### src/rtl/rsq_pkg.sv
package rsq_pkg;
  typedef enum logic [1:0] {
    K_NONE = 2'd0,
    K_EXT  = 2'd1,
    K_WDOG = 2'd2,
    K_SOFT = 2'd3
  } rsq_kind_e;

  localparam logic [1:0] SRC_NONE = 2'b00;
  localparam logic [1:0] SRC_EXT  = 2'b01;
  localparam logic [1:0] SRC_WDOG = 2'b10;
  localparam logic [1:0] SRC_SOFT = 2'b11;
endpackage

### src/rtl/rsq_arbiter.sv
module rsq_arbiter
  import rsq_pkg::*;
#(
  parameter int PULSE = 128
) (
  input  logic      clk_i,
  input  logic      por_n_i,
  input  logic      ext_i,
  input  logic      wdog_i,
  input  logic      soft_i,
  output logic      active_o,
  output logic      start_o,
  output rsq_kind_e kind_o,
  output logic [1:0] src_o,
  output logic      mode_stb_o
);
  localparam int CW = $clog2(PULSE + 1);
  localparam logic [CW-1:0] LOAD = CW'(PULSE);

  logic [CW-1:0] cnt_q;
  rsq_kind_e     kind_q;
  logic [1:0]    src_q;
  logic          stb_q;
  logic          idle;

  assign idle     = (cnt_q == '0);
  assign start_o  = ext_i | (idle & (wdog_i | soft_i));
  assign active_o = !idle;
  assign kind_o   = kind_q;
  assign src_o    = src_q;
  assign mode_stb_o = stb_q;

  always_ff @(posedge clk_i or negedge por_n_i) begin
    if (!por_n_i) begin
      cnt_q  <= '0;
      kind_q <= K_NONE;
      src_q  <= SRC_NONE;
      stb_q  <= 1'b0;
    end else begin
      stb_q <= (cnt_q == CW'(1)) && (kind_q == K_EXT) && !ext_i;
      if (ext_i) begin
        cnt_q  <= LOAD;
        kind_q <= K_EXT;
        src_q  <= SRC_EXT;
      end else if (idle && wdog_i) begin
        cnt_q  <= LOAD;
        kind_q <= K_WDOG;
        src_q  <= SRC_WDOG;
      end else if (idle && soft_i) begin
        cnt_q  <= LOAD;
        kind_q <= K_SOFT;
        src_q  <= SRC_SOFT;
      end else if (!idle) begin
        cnt_q <= cnt_q - 1'b1;
      end
    end
  end

  // external request always reloads the full pulse
  p_ext_restart_r6: assert property (@(posedge clk_i) disable iff (!por_n_i)
    ext_i |=> (cnt_q == LOAD));
  // while a pulse runs, only external reset may touch the source code
  p_busy_ignores_r7: assert property (@(posedge clk_i) disable iff (!por_n_i)
    (active_o && !ext_i) |=> $stable(src_q));
  // strobe lasts a single cycle
  p_strobe_single_r8: assert property (@(posedge clk_i) disable iff (!por_n_i)
    mode_stb_o |=> !mode_stb_o);
endmodule

### src/rtl/rsq_fanout.sv
module rsq_fanout
  import rsq_pkg::*;
#(
  parameter int              NGRP      = 8,
  parameter logic [NGRP-1:0] KEEP_MASK = '0
) (
  input  logic            clk_i,
  input  logic            por_n_i,
  input  logic            active_i,
  input  rsq_kind_e       kind_i,
  input  logic            mem_keep_i,
  output logic [NGRP-1:0] periph_rst_o,
  output logic            mem_rst_o
);
  logic soft_now;
  assign soft_now = (kind_i == K_SOFT);

  for (genvar g = 0; g < NGRP; g++) begin : g_grp
    if (KEEP_MASK[g]) begin : g_kept
      assign periph_rst_o[g] = active_i && !soft_now;
    end else begin : g_plain
      assign periph_rst_o[g] = active_i;
    end
  end

  assign mem_rst_o = active_i && !mem_keep_i;

  // protected groups never see a soft reset
  p_soft_spares_r3: assert property (@(posedge clk_i) disable iff (!por_n_i)
    (active_i && soft_now) |-> ((periph_rst_o & KEEP_MASK) == '0));
  // strap high keeps the memory controller running
  p_mem_strap_r4: assert property (@(posedge clk_i) disable iff (!por_n_i)
    mem_keep_i |-> !mem_rst_o);
endmodule

### src/rtl/rsq_quiet.sv
module rsq_quiet (
  input  logic clk_i,
  input  logic por_n_i,
  input  logic start_i,
  input  logic active_i,
  input  logic first_bus_i,
  output logic quiet_o
);
  logic quiet_q;
  assign quiet_o = quiet_q;

  always_ff @(posedge clk_i or negedge por_n_i) begin
    if (!por_n_i)                           quiet_q <= 1'b0;
    else if (start_i)                       quiet_q <= 1'b1;
    else if (!active_i && first_bus_i)      quiet_q <= 1'b0;
  end

  // the hold is released only by a bus cycle outside a pulse
  p_quiet_release_r9: assert property (@(posedge clk_i) disable iff (!por_n_i)
    (quiet_q && active_i) |=> quiet_q);
endmodule

### src/rtl/sys_reset_sequencer.sv
module sys_reset_sequencer
  import rsq_pkg::*;
#(
  parameter int              PULSE     = 128,
  parameter int              NGRP      = 8,
  parameter logic [NGRP-1:0] KEEP_MASK = NGRP'(8'h0F)
) (
  input  logic            clk_i,
  input  logic            por_n_i,
  input  logic            ext_rst_i,
  input  logic            wdog_expire_i,
  input  logic            reg_wr_i,
  input  logic            reg_wdata_i,
  input  logic            mem_keep_i,
  input  logic            first_bus_i,
  output logic            rst_out_o,
  output logic [NGRP-1:0] periph_rst_o,
  output logic            mem_rst_o,
  output logic            mode_sample_o,
  output logic            bus_quiet_o,
  output logic [2:0]      reg_rdata_o
);
  logic      active, start, soft_req;
  rsq_kind_e kind;
  logic [1:0] src;

  assign soft_req = reg_wr_i && reg_wdata_i;

  rsq_arbiter #(.PULSE(PULSE)) u_arb (
    .clk_i(clk_i), .por_n_i(por_n_i), .ext_i(ext_rst_i), .wdog_i(wdog_expire_i),
    .soft_i(soft_req), .active_o(active), .start_o(start), .kind_o(kind),
    .src_o(src), .mode_stb_o(mode_sample_o)
  );

  rsq_fanout #(.NGRP(NGRP), .KEEP_MASK(KEEP_MASK)) u_fan (
    .clk_i(clk_i), .por_n_i(por_n_i), .active_i(active), .kind_i(kind),
    .mem_keep_i(mem_keep_i), .periph_rst_o(periph_rst_o), .mem_rst_o(mem_rst_o)
  );

  rsq_quiet u_quiet (
    .clk_i(clk_i), .por_n_i(por_n_i), .start_i(start), .active_i(active),
    .first_bus_i(first_bus_i), .quiet_o(bus_quiet_o)
  );

  assign rst_out_o   = active;
  assign reg_rdata_o = {src, active && (kind == K_SOFT)};

  // bus outputs are held whenever the reset output is driven
  p_quiet_covers_r9: assert property (@(posedge clk_i) disable iff (!por_n_i)
    rst_out_o |-> bus_quiet_o);
  // busy bit never outlives the pulse
  p_busy_in_pulse_r2: assert property (@(posedge clk_i) disable iff (!por_n_i)
    $fell(rst_out_o) |-> !reg_rdata_o[0]);
endmodule

### config.mk
export PLATFORM = sky130hd
export DESIGN_NAME = sys_reset_sequencer
export DESIGN_NICKNAME = d
export VERILOG_FILES = /design/src/rtl/rsq_pkg.sv /design/src/rtl/rsq_arbiter.sv /design/src/rtl/rsq_fanout.sv /design/src/rtl/rsq_quiet.sv /design/src/rtl/sys_reset_sequencer.sv
export SDC_FILE = /design/constraint.sdc
export NUM_CORES = 1
export LEC_CHECK = 0
export ABC_AREA = 1
export CELL_PAD_IN_SITES_DETAIL_PLACEMENT = 1
export CELL_PAD_IN_SITES_GLOBAL_PLACEMENT = 2
export CORE_MARGIN = 1
export CORE_UTILIZATION = 24
export CTS_BUF_LIST = sky130_fd_sc_hd__clkbuf_8 sky130_fd_sc_hd__clkbuf_16
export CTS_CLUSTER_SIZE = 16
export DETAILED_ROUTE_END_ITERATION = 10
export HOLD_SLACK_MARGIN = 0.03
export PLACE_DENSITY_LB_ADDON = 0.1
export SETUP_SLACK_MARGIN = 0.05
export SLEW_MARGIN = 0
export SYNTH_ARGS = -nofsm -noshare
export SYNTH_HDL_FRONTEND = slang
export SYNTH_SLANG_ARGS = --single-unit
### constraint.sdc
create_clock -name clk_i -period 1.4 [get_ports clk_i]
set_clock_uncertainty 0.1 [all_clocks]
set_input_delay 0.21 -clock clk_i [delete_from_list [all_inputs] [get_ports clk_i]]
set_output_delay 0.21 -clock clk_i [all_outputs]
set_load 0.02 [all_outputs]
==> results list <==
- Result of the run: finished, violations left
- The checks that failed: negative setup slack.
- In the routed design, unresolved DRC markers number 0.
- The root buffer cell chosen for the clock tree is sky130_fd_sc_hd__clkbuf_8.
* Initial DRT Pass Iterations: 4
- Once detailed placement completed, the half-perimeter wirelength came to 1942 um.
- Summed over its instances, the top area cell type makes up 35.56% of the synthesized netlist area.
- Routed wire length: 2583 um
* Seq/Total Area, Yosys: 35.56%
* Antenna diode instance count: 0
- IO Pins: 23
- The finished cells cover 1459 um2.
- Slowest cell on the critical path: sky130_fd_sc_hd__dfrtp_1
- Timing analysis after detailed placement gives a worst setup slack of -0.3721 ns.
* Most area-consuming cells after synthesis: sky130_fd_sc_hd__dfrtp_1, sky130_fd_sc_hd__buf_4, sky130_fd_sc_hd__nand2_1
- Cells fill 43.38% of the core in the end.
- In this design, the stage delay of the slowest critical-path cell is 0.38 ns.
- Using the TritonRoute via totals, the vias-per-cell ratio works out to 4.318.
- Setup-failing EPs final: 22
- At the end of the flow, the number of nets in the layout was 167.
* Number of synthesized register bits: 12
* First-iteration detailed-routing DRC count: 17
- Maximum number of pins on one net before global-route repair: 13
- Power spread over the standard cell area amounts to 1426 nW/um2.
- Maximum fanout along the worst path: 7
- After filler insertion, the fill cell instance count of the layout stands at 428.
* Startpoint type of the worst setup path: register
* DIE HEIGHT: 61.32 um
- First-pass GRT wire length: 4091 um
- The die is 61.32 um wide.
* Average wire per standard cell: 12.85 um
* Vias in the first global route: 900
- Synthesis-to-layout area growth: 72.74%
- The clock passes through at most 2 buffers.
- Clock-pin slew on the worst setup and hold paths: 0.06 ns
* Routability-driven placement congestion ratio: 0.7549
- In this run the number of H-tree levels came out at 1.
- Across the VDD grid, the largest voltage drop is 501.0 uV.
* Number of distinct library cells after synthesis: 22
- CTS Buf Count: 3
* Sink Count: 12
- The worst path uses 114.8% of the clock period.
* Delay-heaviest family, CP: flip-flops
* Remaining global-route overflow: 0
* Max capacitance violation total: 0
* Cell occurring most often along the worst timing path: sky130_fd_sc_hd__inv_2
* Static leakage power: 0.0007310 uW
- The worst setup path is of the reg -> out kind.
* Area enclosed by the die boundary: 3760 um2
- Total via count after detailed routing: 868
- RSZ-0062 raised after global routing: true
* Type of the tightest min-delay check: in -> async
- PnR Total Power: 2081 uW
* Synthesized area per cell: 8.121 um2
- Final critical delay including setup and external delays: 1.607 ns
- Clock network latency to the later pin of the worst-skew pair: 0.25 ns
- Biggest area consumer among synthesized cells: sky130_fd_sc_hd__dfrtp_1
* Total routing usage reported by global routing: 15.74%
* Data arrival time of the critical path: 1.30 ns
- Share of cells above drive strength 1: 55.48%
- Critical path cell sequence: inv_2, ha_4, inv_2, nor2_4, nand2_4, buf_2
* Multi-input gate area: 513.0 um2
- Post-DP Area: 1269 um2
- Antenna violations before repair: 0
- Synth Instances: 104
- Highest clock rate: 0.6221 GHz
* Normalized max-slew margin: 84.65%
- In this run the cell area of the synthesized design comes to 844.6 um2.
* Required time of the worst setup path: 1.09 ns
- The core region is 3363 um2.
* Synthesized netlist net count: 115
* FF/Latch Area: 300.3 um2
* Number of warning messages in the yosys log: 0
- The initial utilization of the core area, before any placement, comes to 25.11%.
- The critical path contains buffers and inverters numbering 3 combined.
* Minimum setup slack in the final design: -0.2074 ns
- Post-detailed-route count of antenna-violating nets: 0
- IO buf count: 22
- Row generation in the floorplan step produced 21 rows.
* CTS tree: built
- The hold violation count in the final report came to 0.
* Transition at the pin with the smallest max-transition slack: 0.2284 ns
- The number of pins exceeding their max-slew limit in the final report was 0.
- The worst setup path is captured at an output port.
-- cell usage after synthesis --
cell type and count:
sky130_fd_sc_hd__nand4_1 3, sky130_fd_sc_hd__nand2_1 14, sky130_fd_sc_hd__nor3_1 2, sky130_fd_sc_hd__dfrtp_1 12, sky130_fd_sc_hd__inv_1 12, sky130_fd_sc_hd__nor2_8 1
sky130_fd_sc_hd__nor2_4 1, sky130_fd_sc_hd__nand3_1 9, sky130_fd_sc_hd__nand3_4 1, sky130_fd_sc_hd__a21oi_1 8, sky130_fd_sc_hd__nor3_2 2, sky130_fd_sc_hd__nor2_1 9
sky130_fd_sc_hd__clkinv_4 1, sky130_fd_sc_hd__nand2_2 4, sky130_fd_sc_hd__nand2_4 4, sky130_fd_sc_hd__ha_1 3, sky130_fd_sc_hd__buf_4 7, sky130_fd_sc_hd__inv_2 4
sky130_fd_sc_hd__o21ai_0 1, sky130_fd_sc_hd__nand3b_2 1, sky130_fd_sc_hd__nor2_2 4, sky130_fd_sc_hd__o21ai_1 1
-- power breakdown --
part           total, uW  switching, uW  internal, uW
combinational       1180            607           576
clock                397            147           249
sequential           501           77.9           423
total               2080            832          1250
-- path summary, 6_finish.rpt --
path,cells after the start,slack [ns],endpoint,startpoint
max,6,-0.21,periph_rst_o[5],u_arb.cnt_q[1]
min,2,0.18,u_arb.kind_o[1],por_n_i
max reg2reg,10,-0.18,u_arb.cnt_q[5],u_arb.cnt_q[1]
min in group clk_i,2,0.37,u_quiet.quiet_o,u_quiet.quiet_o
min reg2reg,2,0.37,u_quiet.quiet_o,u_quiet.quiet_o
max in group asynchronous,2,0.86,u_arb.cnt_q[3],por_n_i
-- through the flow --
stage	hold slack [ns]	cells	setup TNS, ns
detailed placement	0.3827	187	-4.579
CTS	0.1824	197	-3.461
finish	0.1764	201	-3.664
global route	0.1952	201	-5.051
global placement	0.3599	187	-4.324
floorplan	-0.1856	104	-0.2866
-- per-layer routing --
metal | track usage (%) | routed length [um] | up-vias | part of all wire, %
li1 | - | - | 428 | -
met1 | 19.18 | 1176 | 415 | 46
met2 | 27.80 | 1281 | 21 | 50
met3 | 2.521 | 86 | 4 | 3.3
met4 | 5.844 | 38 | 0 | 1.5
met5 | 0 | 0 | - | 0
-- worst register-to-register path: stages (launching register included) --
cell and delay, ns:
sky130_fd_sc_hd__dfrtp_1 0.38, sky130_fd_sc_hd__inv_2 0.09, sky130_fd_sc_hd__ha_4 0.16, sky130_fd_sc_hd__inv_2 0.05, sky130_fd_sc_hd__nor2_4 0.12, sky130_fd_sc_hd__buf_4 0.13
sky130_fd_sc_hd__buf_6 0.08, sky130_fd_sc_hd__nand3_4 0.11, sky130_fd_sc_hd__buf_12 0.16, sky130_fd_sc_hd__nand3_1 0.06, sky130_fd_sc_hd__a21oi_1 0.05
-- repair_timing --
action	in CTS	in global routing
buffers inserted	6	5
setup endpoints to repair	26	23
resized for setup	70	17
hold buffers	0	0
cloned	0	0
pin swaps	4	4
-- flip-flops by register name, indices dropped and copies added (netlist names) --
signal	count
u_arb.kind_o	2
u_quiet.quiet_o	1
u_arb.cnt_q	8
u_arb.mode_stb_o	1
-- cell families (layout without fill, tap and decap cells) --
kind of cell | Yosys count | after routing | synth area share [%]
DFF | 12 | 12 | 35.56
buffers and inverters | 24 | 75 | 14.37
AOI/OAI and AO/OA | 10 | 10 | 5.925
and+or+nand+nor | 55 | 55 | 39.70
adders and majority gates | 3 | 3 | 4.445
-- cell usage in the layout, fill, tap and decap left out, drive strengths merged --
cell / instances
o21ai: 2
clkinv: 1
nand3: 10
clkdlybuf4s50: 7
nor3: 4
dfrtp: 12
nand2: 22
clkbuf: 4
ha: 3
nand3b: 1
inv: 16
dlygate4sd2: 2
nor2: 15
a21oi: 8
nand4: 3
buf: 45
-- cell type report --
type                            count  share of cell area [%]
Inverter                           17                   4.717
Multi-Input combinational cell     68                   35.16
Clock buffer                        4                   3.774
Tap cell                           46                   3.945
Sequential cell                    12                   20.58
Timing Repair Buffer               54                   31.82
(Power assumes the default switching activity.)
